$ cat src/rtl/ioc_sel_pkg.sv
package ioc_sel_pkg;

  localparam int FN_COUNT = 3;

  typedef enum logic [1:0] {
    XS_IDLE   = 2'd0,
    XS_STROBE = 2'd1,
    XS_DONE   = 2'd2
  } xfer_state_e;

  // Maps a function code to a one-hot strobe pattern; codes without a function give zero.
  function automatic logic [FN_COUNT-1:0] code_to_sel(input logic [7:0] code);
    logic [FN_COUNT-1:0] sel;
    for (int i = 0; i < FN_COUNT; i++) begin
      sel[i] = (code == 8'(i));
    end
    return sel;
  endfunction

endpackage

$ cat src/rtl/ioc_addr_match.sv
module ioc_addr_match
  import ioc_sel_pkg::*;
#(
  parameter int ADDR_W = 16,
  parameter int CODE_W = 4,
  parameter logic [ADDR_W-CODE_W-1:0] DEV_ID = 12'h3A5
) (
  input  logic                bus_req,
  input  logic [ADDR_W-1:0]   bus_addr_n,
  output logic                addr_hit,
  output logic [FN_COUNT-1:0] fn_sel
);

  logic [ADDR_W-1:0] addr_true;
  logic [CODE_W-1:0] fn_code;

  // the bus lines are active-low, so invert them before comparing
  assign addr_true = ~bus_addr_n;
  assign fn_code   = addr_true[CODE_W-1:0];
  assign addr_hit  = bus_req && (addr_true[ADDR_W-1:CODE_W] == DEV_ID);
  assign fn_sel    = code_to_sel(8'(fn_code));

endmodule

$ cat src/rtl/ioc_xfer_fsm.sv
module ioc_xfer_fsm
  import ioc_sel_pkg::*;
(
  input  logic                clk,
  input  logic                rst_n,
  input  logic                bus_req,
  input  logic                addr_hit,
  input  logic [FN_COUNT-1:0] fn_sel,
  input  logic                hold,
  output logic [FN_COUNT-1:0] cmd_strobe,
  output logic                done_ack
);

  xfer_state_e state;
  logic        xfer_fire;
  logic        in_strobe;

  assign xfer_fire = (state == XS_IDLE) && addr_hit && !hold;
  assign in_strobe = (state == XS_STROBE);

  always_ff @(posedge clk or negedge rst_n) begin
    if (!rst_n) begin
      state      <= XS_IDLE;
      cmd_strobe <= '0;
      done_ack   <= 1'b0;
    end else if (hold) begin
      state      <= XS_IDLE;
      cmd_strobe <= '0;
      done_ack   <= 1'b0;
    end else begin
      case (state)
        XS_IDLE: begin
          if (addr_hit) begin
            state      <= XS_STROBE;
            cmd_strobe <= fn_sel;
          end
        end
        XS_STROBE: begin
          state      <= XS_DONE;
          cmd_strobe <= '0;
          done_ack   <= 1'b1;
        end
        XS_DONE: begin
          if (!bus_req) begin
            state    <= XS_IDLE;
            done_ack <= 1'b0;
          end
        end
        default: state <= XS_IDLE;
      endcase
    end
  end

  a_r2_strobe_onehot: assert property (@(posedge clk) disable iff (!rst_n)
    $onehot0(cmd_strobe));

  a_r3_unused_code_silent: assert property (@(posedge clk) disable iff (!rst_n)
    (xfer_fire && fn_sel == '0) |=> (cmd_strobe == '0));

  a_r4_strobe_single: assert property (@(posedge clk) disable iff (!rst_n)
    (|cmd_strobe) |=> (cmd_strobe == '0));

  a_r6_strobe_needs_hit: assert property (@(posedge clk) disable iff (!rst_n)
    $rose(in_strobe) |-> $past(addr_hit));

  a_r5_done_follows: assert property (@(posedge clk) disable iff (!rst_n)
    (in_strobe && !hold) |=> done_ack);

  a_r5_done_holds: assert property (@(posedge clk) disable iff (!rst_n)
    (done_ack && bus_req && !hold) |=> done_ack);

  a_r8_quiet_in_hold: assert property (@(posedge clk) disable iff (!rst_n)
    hold |=> (cmd_strobe == '0 && !done_ack));

endmodule

$ cat src/rtl/ioc_reset_fanout.sv
module ioc_reset_fanout #(
  parameter int RST_HOLD = 2
) (
  input  logic clk,
  input  logic rst_n,
  input  logic mreset_n,
  output logic rst_pulse
);

  localparam int CNT_W = $clog2(RST_HOLD + 1);

  logic [CNT_W-1:0] hold_cnt;

  always_ff @(posedge clk or negedge rst_n) begin
    if (!rst_n) begin
      hold_cnt <= '0;
    end else if (!mreset_n) begin
      hold_cnt <= CNT_W'(RST_HOLD);
    end else if (hold_cnt != '0) begin
      hold_cnt <= hold_cnt - 1'b1;
    end
  end

  assign rst_pulse = (hold_cnt != '0);

  a_r7_rise_on_mreset: assert property (@(posedge clk) disable iff (!rst_n)
    !mreset_n |=> rst_pulse);

  a_r7_fall_after_release: assert property (@(posedge clk) disable iff (!rst_n)
    $fell(rst_pulse) |-> $past(mreset_n));

endmodule

$ cat src/rtl/ioc_slave_select.sv
module ioc_slave_select
  import ioc_sel_pkg::*;
#(
  parameter int ADDR_W = 16,
  parameter int CODE_W = 4,
  parameter logic [ADDR_W-CODE_W-1:0] DEV_ID = 12'h3A5,
  parameter int RST_HOLD = 2
) (
  input  logic                clk,
  input  logic                rst_n,
  input  logic                bus_req,
  input  logic [ADDR_W-1:0]   bus_addr_n,
  input  logic                mreset_n,
  output logic [FN_COUNT-1:0] cmd_strobe,
  output logic                done_ack,
  output logic [FN_COUNT-1:0] fn_rst,
  output logic                acc_rst,
  output logic                dat_rst
);

  logic                addr_hit;
  logic [FN_COUNT-1:0] fn_sel;
  logic                rst_pulse;
  logic                hold;

  ioc_addr_match #(
    .ADDR_W (ADDR_W),
    .CODE_W (CODE_W),
    .DEV_ID (DEV_ID)
  ) u_match (
    .bus_req    (bus_req),
    .bus_addr_n (bus_addr_n),
    .addr_hit   (addr_hit),
    .fn_sel     (fn_sel)
  );

  ioc_reset_fanout #(
    .RST_HOLD (RST_HOLD)
  ) u_rst (
    .clk       (clk),
    .rst_n     (rst_n),
    .mreset_n  (mreset_n),
    .rst_pulse (rst_pulse)
  );

  // transfers are blocked while the master reset is low or its stretch runs
  assign hold = !mreset_n || rst_pulse;

  ioc_xfer_fsm u_fsm (
    .clk        (clk),
    .rst_n      (rst_n),
    .bus_req    (bus_req),
    .addr_hit   (addr_hit),
    .fn_sel     (fn_sel),
    .hold       (hold),
    .cmd_strobe (cmd_strobe),
    .done_ack   (done_ack)
  );

  // one stretched pulse is sent to every reset consumer
  for (genvar g = 0; g < FN_COUNT; g++) begin : g_fn_rst
    assign fn_rst[g] = rst_pulse;
  end
  assign acc_rst = rst_pulse;
  assign dat_rst = rst_pulse;

  a_r9_quiet_after_reset: assert property (@(posedge clk)
    !rst_n |=> (cmd_strobe == '0 && !done_ack && fn_rst == '0));

endmodule

$ cat config.mk
export PLATFORM = sky130hd
export DESIGN_NAME = ioc_slave_select
export DESIGN_NICKNAME = d
export VERILOG_FILES = /design/src/rtl/ioc_sel_pkg.sv /design/src/rtl/ioc_addr_match.sv /design/src/rtl/ioc_xfer_fsm.sv /design/src/rtl/ioc_reset_fanout.sv /design/src/rtl/ioc_slave_select.sv
export SDC_FILE = /design/constraint.sdc
export NUM_CORES = 1
export LEC_CHECK = 0
export CAP_MARGIN = 20
export CORE_MARGIN = 4
export CORE_UTILIZATION = 34
export CTS_BUF_LIST = sky130_fd_sc_hd__clkbuf_8
export DETAILED_ROUTE_END_ITERATION = 10
export GPL_TIMING_DRIVEN = 0
export HOLD_SLACK_MARGIN = 0.12
export PLACE_DENSITY = 0.8
export SLEW_MARGIN = 5
export SYNTH_ARGS = -nofsm -noshare
export SYNTH_HDL_FRONTEND = slang
export SYNTH_SLANG_ARGS = --single-unit
$ cat constraint.sdc
create_clock -name clk -period 1.4 [get_ports clk]
set_clock_uncertainty 0.2 [all_clocks]
set_input_delay 0.28 -clock clk [delete_from_list [all_inputs] [get_ports clk]]
set_output_delay 0.28 -clock clk [all_outputs]
set_load 0.05 [all_outputs]
==> results.sh <==
export IMPL_run_status="finished with violations"
export IMPL_violations="setup timing"
export IMPL_initial_utilization_pct=36.8
export IMPL_yosysUniqueCellTypes=25
export IMPL_ir_worst_vdd_uv=997
export IMPL_power_leakage_nw=0.418
export IMPL_cts_buffers=3
export IMPL_cp_cell_sequence="inv_2, ha_4, clkinvlp_4, buf_8, buf_8"
export IMPL_layout_setup_ws_ns=-0.356
export IMPL_worstPathMaxFanout=5
export IMPL_layout_min_cycle_time_ns=1.76
export IMPL_synth_most_common_cell="dfrtp_1"
export IMPL_start_kind="flip-flop"
export IMPL_met1_length_um=452
export IMPL_post_route_util_pct=66.5
export IMPL_clkPwrFrac_pct=19.8
export IMPL_viasPerCell=5.04
export IMPL_layout_cells_non_filler=94
export IMPL_seqPwrFrac_pct=20.0
export IMPL_fin_total_pwr_mw=1.38
export IMPL_ctsHoldBuffers=0
export IMPL_synth_edf_count=0
export IMPL_cp_common_cell="buf_8"
export IMPL_setup_viol=9
export IMPL_synth_largest_area_cell="dfrtp_1"
export IMPL_syn_inst=46
export IMPL_n_antenna_cell=0
export IMPL_gp_congestion=0.633
export IMPL_die_width_um=46.0
export IMPL_yosysTopAreaCellShare_pct=40.8
export IMPL_routed_wl_um=1170
export IMPL_worstPathRequired_ns=0.92
export IMPL_antenna_found_initial=0
export IMPL_cp_slowest_stage_delay_ns=0.37
export IMPL_cellPowerDensity_nw_per_um2=1550
export IMPL_crit_path_top_delay_cell="dfrtp_1"
export IMPL_maxSlewViolCount=0
export IMPL_drtIter0Drc=2
export IMPL_yosysWarnings=0
export IMPL_post_dp_hpwl_um=934
export IMPL_holdCritPathClass="input pin to asynchronous set/reset pin"
export IMPL_row_count=13
export IMPL_cts_sinks=8
export IMPL_cts_root_buf="clkbuf_8"
export IMPL_clock_latency_ns=0.22
export IMPL_arrival_ns=1.28
export IMPL_die_h_um=46.0
export IMPL_synth_xor_area_share_pct=1.79
export IMPL_synthFlopType="dfrtp_1"
export IMPL_relSlewSlack_pct=76.3
export IMPL_synth_common_cells="dfrtp_1 (8), buf_4 (4), nand3_1 (4), inv_1 (3), mux2i_1 (3)"
export IMPL_hold_violations=0
export IMPL_fin_crit_sh_pct=125
export IMPL_drt_pre_antenna_iters=4
export IMPL_crit_path_end_kind="output port"
export IMPL_drv_cap=0
export IMPL_synth_fa_ha_area_share_pct=2.55
export IMPL_core_area_um2=1330
export IMPL_clockBufferDepth=2
export IMPL_top_layer="met4"
export IMPL_path_class="flip-flop to output port"
export IMPL_tightestPinTransition_ns=0.354
export IMPL_drive_gt1_share_pct=36.7
export IMPL_synth_avg_cell_area_um2=10.7
export IMPL_synth_fp_nets=67
export IMPL_via_count=474
export IMPL_fmax_mhz=569
export IMPL_power_switching_mw=0.521
export IMPL_yosys_mux_area_fraction_pct=6.12
export IMPL_track_usage_pct=12.5
export IMPL_portBuffers=28
export IMPL_gr_total_overflow=0
export IMPL_rsz0062_at_grt="yes"
export IMPL_wl_met2_um=485
export IMPL_path_clk_slew_ns=0.04
export IMPL_p_comb_share_pct=60.2
export IMPL_grt_pass1_wl_um=1840
export IMPL_nets=102
export IMPL_ant_nets=0
export IMPL_io_pins=29
export IMPL_dp_slack_ns=-0.736
export IMPL_drcViolationCount=0
export IMPL_cts_max_level=1
export IMPL_wl_per_cell_um=12.4
export IMPL_cts_tree="done"
export IMPL_synth_simple_area_share_pct=33.7
export IMPL_first_global_vias=459
export IMPL_synth_area_leaders="dfrtp_1 (41%), mux2i_1 (6.1%), buf_4 (6.1%), nand4_4 (4.3%), and4b_1 (4.1%)"
export IMPL_grt_start_max_net_pins=9
export IMPL_dr_wl_met3_um=195
export IMPL_synth_compound_area_share_pct=5.61
export IMPL_finalSetupTns_ns=-1.93
export IMPL_die_area_um2=2110
export IMPL_synth_seq_cells=8
export IMPL_seq_area_frac_synth_pct=40.8
export IMPL_syn_cell_area_um2=490
export IMPL_synth_top_family_by_area="simple AND/OR/NAND/NOR gates"
export IMPL_synthArstFlopShare_pct=100
export IMPL_areaGrowthSynthToFinish_pct=80.9
export IMPL_switching_share_pct=37.8
export IMPL_post_place_cells=89
export IMPL_p_int_mw=0.857
[power groups by stage]
stage | clock [mW] | combinational (mW) | sequential [mW]
after global routing | 0.287 | 0.877 | 0.282
after detailed placement | 0 | 0.758 | 0.281
final | 0.272 | 0.830 | 0.276
after CTS | 0.278 | 0.833 | 0.276
after global placement | 0 | 0.746 | 0.281
after floorplan | 0 | 0.558 | 0.279
[registers in the layout, indices dropped and copies added, names as in the netlist]
signal            count
u_fsm.cmd_strobe      3
u_fsm.state           2
u_rst.hold_cnt        2
u_fsm.done_ack        1
[worst paths after layout]
check | depth (start not counted) | slack, ns | to | startpoint
worst max register to register | 7 | -0.07 | u_fsm.cmd_strobe[0]$_DFFE_PN0P_ | u_rst.hold_cnt[1]$_DFFE_PN0N_
min in group clk | 3 | 0.19 | u_fsm.state[1]$_DFFE_PN0P_ | bus_req
worst min register to register | 1 | 0.29 | u_fsm.done_ack$_DFFE_PN0P_ | u_fsm.state[1]$_DFFE_PN0P_
worst min-delay path | 1 | 0.13 | u_fsm.state[0]$_DFFE_PN0P_ | rst_n
worst max-delay path | 5 | -0.36 | fn_rst[0] | u_rst.hold_cnt[1]$_DFFE_PN0N_
max in group asynchronous | 1 | 0.61 | u_fsm.cmd_strobe[1]$_DFFE_PN0P_ | rst_n
[critical path: cells and delay by family (launching register included)]
| family | cells | cell delay [ns] |
|---|---|---|
| buffers and inverters | 4 | 0.53 |
| adders and majority gates | 1 | 0.15 |
| DFF | 1 | 0.37 |
[cell type report]
type,instances,area (µm²)
flip-flops and latches,8,200
clock buffers,3,41.3
inverters,3,15.0
fillers,112,447
plain buffers,5,71.3
multi-input cells,30,259
repair buffers,30,282
well taps,15,18.8
[placed cells by master (no fill, tap or decap), types with 3 or more instances in the layout]
master	n
buf_8	5
dfrtp_1	8
buf_6	4
clkdlybuf4s50_1	18
buf_2	5
nand3_1	4
clkbuf_8	3
mux2i_1	3
[per-layer routing]
| layer | vias up | global-route usage, % |
|---|---|---|
| li1 | 230 | - |
| met1 | 213 | 13.4 |
| met2 | 27 | 20.1 |
| met3 | 4 | 4.74 |
| met4 | 0 | 8.52 |
| met5 | - | 0 |
[logic make-up (layout without fill, tap and decap cells)]
group,count (synthesis),in the layout
multiplexers,3,3
XOR/XNOR,1,1
adder cells (fa/ha/maj),1,1
AND/OR/NAND/NOR,20,20
buffers and inverters,8,41
flip-flops,8,8
AO/OA/AOI/OAI,5,5
[metrics by stage]
stage	area [µm²]	hold slack (ns)
after floorplan	537	-0.216
after detailed placement	836	0.284
final	887	0.131
after global placement	836	0.272
after global routing	887	0.169
after CTS	882	0.145
[repair_timing]
action	CTS	global route
gates resized for setup	56	2
endpoints found under the setup margin	13	10
buffers inserted	2	0
pin swaps	2	1
(Power assumes the default switching activity.)
